## src/rtl/dpx_pkg.sv

```systemverilog
package dpx_pkg;
  // adder/subtractor operation select
  typedef enum logic {
    ADDSUB_ADD = 1'b0,
    ADDSUB_SUB = 1'b1
  } addsub_op_e;

  // second functional unit operation select
  typedef enum logic {
    MULX_MUL = 1'b0,
    MULX_XOR = 1'b1
  } mulx_op_e;
endpackage

```

## src/rtl/dpx_onehot_bus.sv

```systemverilog
module dpx_onehot_bus #(
  parameter int W = 16,
  parameter int N = 2
) (
  input  logic [N-1:0]        en,
  input  logic [N-1:0][W-1:0] src,
  output logic [W-1:0]        bus
);
  // guarded OR: each source contributes only when its enable is set
  always_comb begin
    bus = '0;
    for (int i = 0; i < N; i++) begin
      bus = bus | (src[i] & {W{en[i]}});
    end
  end
endmodule

```

## src/rtl/dpx_fu_addsub.sv

```systemverilog
module dpx_fu_addsub
  import dpx_pkg::*;
#(
  parameter int W = 16
) (
  input  addsub_op_e   op,
  input  logic [W-1:0] a,
  input  logic [W-1:0] b,
  output logic [W-1:0] y
);
  always_comb begin
    if (op == ADDSUB_SUB) y = a - b;
    else                  y = a + b;
  end
endmodule

```

## src/rtl/dpx_fu_mulx.sv

```systemverilog
module dpx_fu_mulx
  import dpx_pkg::*;
#(
  parameter int W = 16
) (
  input  mulx_op_e     op,
  input  logic [W-1:0] a,
  input  logic [W-1:0] b,
  output logic [W-1:0] y
);
  logic [2*W-1:0] prod;

  assign prod = a * b;

  always_comb begin
    if (op == MULX_XOR) y = a ^ b;
    else                y = prod[W-1:0];
  end
endmodule

```

## src/rtl/dpx_store.sv

```systemverilog
module dpx_store #(
  parameter int W     = 16,
  parameter int WORDS = 3,
  parameter int AW    = 2
) (
  input  logic          clk,
  input  logic          rst_n,
  input  logic [AW-1:0] addr,
  input  logic          we,
  input  logic [W-1:0]  wdata,
  output logic [W-1:0]  rdata
);
  logic [W-1:0] mem [WORDS];

  generate
    for (genvar g = 0; g < WORDS; g++) begin : g_word
      always_ff @(posedge clk or negedge rst_n) begin
        if (!rst_n)                          mem[g] <= '0;
        else if (we && (addr == AW'(g)))     mem[g] <= wdata;
      end
    end
  endgenerate

  // unimplemented addresses read as zero
  always_comb begin
    rdata = '0;
    for (int i = 0; i < WORDS; i++) begin
      if (addr == AW'(i)) rdata = mem[i];
    end
  end
endmodule

```

## src/rtl/dpx_datapath.sv

```systemverilog
module dpx_datapath
  import dpx_pkg::*;
#(
  parameter int W         = 16,
  parameter int MEM_WORDS = 3,
  parameter int AW        = (MEM_WORDS > 1) ? $clog2(MEM_WORDS) : 1
) (
  input  logic          clk,
  input  logic          rst_n,
  input  logic          c_r1_to_b1,
  input  logic          c_r2_to_b2,
  input  logic          c_mem_to_b2,
  input  logic          c_fu1_to_b3,
  input  logic          c_fu2_to_b3,
  input  logic          c_fu1_sub,
  input  logic          c_fu2_alt,
  input  logic [AW-1:0] c_mem_addr,
  input  logic          c_mem_wr,
  input  logic          ld_r1,
  input  logic          ld_r2,
  input  logic [W-1:0]  r2_din,
  output logic [W-1:0]  r1_q,
  output logic [W-1:0]  r2_q,
  output logic [W-1:0]  bus1,
  output logic [W-1:0]  bus2,
  output logic [W-1:0]  bus3
);
  localparam int B2_SRCS = 2;
  localparam int B3_SRCS = 2;

  logic [W-1:0] mem_rd;
  logic [W-1:0] fu1_y;
  logic [W-1:0] fu2_y;

  // bus1: single source
  dpx_onehot_bus #(.W(W), .N(1)) u_bus1 (
    .en  (c_r1_to_b1),
    .src (r1_q),
    .bus (bus1)
  );

  // bus2: r2 or memory
  dpx_onehot_bus #(.W(W), .N(B2_SRCS)) u_bus2 (
    .en  ({c_mem_to_b2, c_r2_to_b2}),
    .src ({mem_rd, r2_q}),
    .bus (bus2)
  );

  // bus3: FU2 or FU1
  dpx_onehot_bus #(.W(W), .N(B3_SRCS)) u_bus3 (
    .en  ({c_fu2_to_b3, c_fu1_to_b3}),
    .src ({fu2_y, fu1_y}),
    .bus (bus3)
  );

  dpx_fu_addsub #(.W(W)) u_fu1 (
    .op (addsub_op_e'(c_fu1_sub)),
    .a  (bus1),
    .b  (bus2),
    .y  (fu1_y)
  );

  dpx_fu_mulx #(.W(W)) u_fu2 (
    .op (mulx_op_e'(c_fu2_alt)),
    .a  (bus1),
    .b  (bus2),
    .y  (fu2_y)
  );

  dpx_store #(.W(W), .WORDS(MEM_WORDS), .AW(AW)) u_mem (
    .clk   (clk),
    .rst_n (rst_n),
    .addr  (c_mem_addr),
    .we    (c_mem_wr),
    .wdata (bus3),
    .rdata (mem_rd)
  );

  always_ff @(posedge clk or negedge rst_n) begin
    if (!rst_n) begin
      r1_q <= '0;
      r2_q <= '0;
    end else begin
      if (ld_r1) r1_q <= bus3;
      if (ld_r2) r2_q <= r2_din;
    end
  end
endmodule

```

## config.mk

```make
export PLATFORM = sky130hd
export DESIGN_NAME = dpx_datapath
export DESIGN_NICKNAME = d
export VERILOG_FILES = /design/src/rtl/dpx_pkg.sv /design/src/rtl/dpx_onehot_bus.sv /design/src/rtl/dpx_fu_addsub.sv /design/src/rtl/dpx_fu_mulx.sv /design/src/rtl/dpx_store.sv /design/src/rtl/dpx_datapath.sv
export SDC_FILE = /design/constraint.sdc
export NUM_CORES = 1
export LEC_CHECK = 0
export BUFFER_PORTS_ARGS = -buffer_cell sky130_fd_sc_hd__buf_2
export CORE_AREA = 2 2 95 165
export CTS_CLUSTER_SIZE = 30
export DETAILED_ROUTE_END_ITERATION = 8
export DIE_AREA = 0 0 97 167
export GPL_TIMING_DRIVEN = 0
export PLACE_DENSITY_LB_ADDON = 0.1
export SKIP_CTS_REPAIR_TIMING = 1
export SLEW_MARGIN = 25
export SYNTH_ARGS = -nofsm -noshare
export SYNTH_HDL_FRONTEND = slang
export SYNTH_SLANG_ARGS = --single-unit
```

## constraint.sdc

```tcl
create_clock -name clk -period 8.8 [get_ports clk]
set_input_delay 0.88 -clock clk [delete_from_list [all_inputs] [get_ports clk]]
set_output_delay 0.88 -clock clk [all_outputs]
set_load 0.01 [all_outputs]
```

==> impl_metrics.py <==
metrics = {
    "grt": {
        "grt_pass1_wl_um": 44100,
        "antenna_found_initial": 0,
        "grt.total_usage_pct": 35.3,
        "grt_max_degree": 55,
        "grt_overflow": 0,
        "grt_pass1_vias": 8451,
    },
    "logic_synthesis": {
        "async_flop_share_pct": 100,
        "yosysSeqAreaShare_pct": 22.9,
        "synth-seq-cells": 80,
        "synth-main-ff-cell": "dfrtp_1",
        "synth_cells": 1027,
        "yosysWarnings": 0,
        "synth_cell_types": 60,
        "syn_area_per_cell_um2": 8.52,
        "syn-num-nets": 1211,
        "syn-cell-area_mm2": 0.00875,
        "synth_enable_flop_cells": 0,
    },
    "route": {
        "detail_route.wl_per_cell_um": 20.8,
        "viasPerCell": 5.81,
        "vias": 7764,
        "drt_pass1_iterations": 5,
        "antenna_left": 0,
        "wl_um": 27800,
        "drtIter0Drc": 412,
        "drc": 0,
    },
    "timing": {
        "fin_skew_ps": 8.63,
        "maxSlewViolCount": 0,
        "period_minus_slack_ps": 8650,
        "hold_viol": 0,
        "setup_viol_count_final": 0,
        "fin_crit_sh_pct": 98.3,
        "slew_headroom_pct": 40.5,
        "max_freq_mhz": 116,
        "worst_pin_slew_ps": 892,
    },
    "clock_tree": {
        "clock-sinks": 80,
        "clk_pin_slew_worst_paths_ps": 60,
        "root_buffer": "clkbuf_16",
        "cts_buffers": 9,
        "h-tree-depth": 3,
        "clock_path_buffers": 2,
        "cts_tree": "built",
        "clock_latency_ps": 340,
    },
    "setup_path": {
        "reg2reg_to": "r1_q[13]",
        "crit_path_end_kind": "primary output",
        "ff2ff_path_depth": 25,
        "timing.critical_path.slowest_stage_cell": "fa_1",
        "path_class": "primary input to primary output",
        "startpoint_type": "primary input",
        "cp.buffers_inverters": 11,
        "worstPathRequired_ps": 7920,
        "cpPeakStageDelay_ps": 540,
        "r2r_slack_ps": 1660,
        "cp_top_family": "adder cells",
        "critPathMaxFanout": 10,
        "arrival_ps": 7770,
        "r2r-start": "u_mem.mem[4]",
    },
    "pwr": {
        "ir_worst_vdd_uv": 303,
        "pwr_density_cell_mw_per_mm2": 373,
        "power_uw": 3710,
        "p_leak_uw": 0.00509,
    },
    "die": {
        "initial_core_util_pct": 59.0,
        "core_mm2": 0.0148,
        "die_y_um": 167,
        "design.die.area_mm2": 0.0162,
        "die_x_um": 97,
        "ios": 110,
        "std_cell_rows": 59,
    },
    "place": {
        "place_hpwl_um": 22300,
        "io_buffers": 102,
        "placed_cell_area_mm2": 0.00953,
        "gp_congestion": 0.982,
    },
    "hold_path": {
        "hp-class": "primary input to asynchronous set/reset pin",
    },
    "cells_and_area": {
        "n_antenna_cell": 0,
        "area_growth_pct": 13.6,
        "drive_above_1_share_pct": 16.5,
        "layout.nets": 1332,
        "layout_commonest_cell": "inv_1",
        "final_cell_mix": "inv_1, nand2_1, nor2_1",
        "final_cell_area_mm2": 0.00994,
    },
    "run": {
        "maxCapViolCount": 0,
    },
    "outcome": {
        "outcome": "finished, final reports clean",
    },
}
==> state kept, by name, summed over array words and instances, names as in the netlist <==
name / flops
r1_q: 16
r2_q: 16
u_mem.mem: 48
==> routing by layer <==
metal / vias up / track usage (%) / wire [µm]
met1: 3813 / 36.4 / 9430
met3: 116 / 3.48 / 1300
met5: - / 0 / 0
li1: 3532 / - / -
met4: 0 / 23.0 / 2030
met2: 303 / 66.4 / 15000
==> cell usage after synthesis (all sizes together) (2+ instances only) <==
cell / number / area [µm²]
a21boi: 2 / 15.0
and2: 5 / 31.3
a31oi: 7 / 43.8
inv: 170 / 638
a21oi: 42 / 210
a21o: 5 / 37.5
nor2b: 5 / 31.3
a31o: 2 / 17.5
nand3: 7 / 35.0
nand2: 141 / 529
mux2i: 13 / 130
o21ai: 64 / 320
o221ai: 4 / 53.8
xnor2: 56 / 498
and3: 6 / 37.5
or2: 3 / 18.8
nand2b: 3 / 18.8
buf: 8 / 53.8
a22oi: 16 / 120
xor2: 13 / 114
nor4: 2 / 18.8
a211oi: 3 / 22.5
dfrtp: 80 / 2000
nand3b: 4 / 42.5
a222oi: 4 / 40.0
fa: 81 / 1620
nor2: 109 / 409
mux2: 24 / 270
o21a: 5 / 37.5
ha: 73 / 913
o31ai: 7 / 52.6
o221a: 3 / 33.8
nor3: 7 / 40.0
clkinv: 4 / 15.0
clkbuf: 34 / 128
==> power breakdown <==
group | internal [µW] | total (µW) | switching [µW] | leakage, µW
registers | 506 | 595 | 89.7 | 0.000982
clock network | 234 | 378 | 144 | 0.000150
logic | 1120 | 2730 | 1610 | 0.00396
total | 1860 | 3710 | 1850 | 0.00509
==> area by class of cell <==
cell class              instances  area, µm²
inverters                     174        661
well taps                     183        229
flip-flops and latches         80       2000
fillers                      1334       4900
multi-input cells             731       5960
plain buffers                  41        193
clock inverters                 3       40.0
clock buffers                  13        260
repair buffers                111        596
==> cells by family (layout without fill, tap and decap cells) <==
| logic type | count (synthesis) | after routing | share of synthesized area [%] |
|---|---|---|---|
| DFF | 80 | 80 | 22.9 |
| and+or+nand+nor | 298 | 298 | 14.4 |
| buffers and inverters | 216 | 342 | 9.54 |
| xor gates and xnor gates | 70 | 70 | 7.25 |
| AOI/OAI and AO/OA | 172 | 172 | 12.4 |
| muxes | 37 | 37 | 4.57 |
| adders and majority gates | 154 | 154 | 29.0 |
==> through the flow <==
stage	setup TNS [ps]	std cells	hold slack, ps	utilization (%)	setup slack [ps]
6_report	0	1336	461	67.0	146
5_1_grt	-16.9	1336	481	67.0	-14.6
4_1_cts	-2710	1330	470	66.2	-751
3_5_place_dp	-2450	1314	469	64.2	-695
3_3_place_gp	-2680	1312	458	64.0	-729
2_1_floorplan	0	1027	443	-	923
==> worst max-delay path by stage <==
stage	startpoint	to	slack [ps]	cells past startpoint
final	c_mem_addr[1]	bus3[14]	150	28
after global routing	c_mem_addr[1]	bus3[14]	-10	28
after CTS	c_mem_addr[1]	bus3[14]	-750	27
after floorplan	c_mem_addr[1]	bus3[14]	920	25
after global placement	c_mem_addr[1]	bus3[14]	-730	27
after detailed placement	c_mem_addr[1]	bus3[14]	-690	27
No activity file was read; power rests on OpenSTA's default activity.
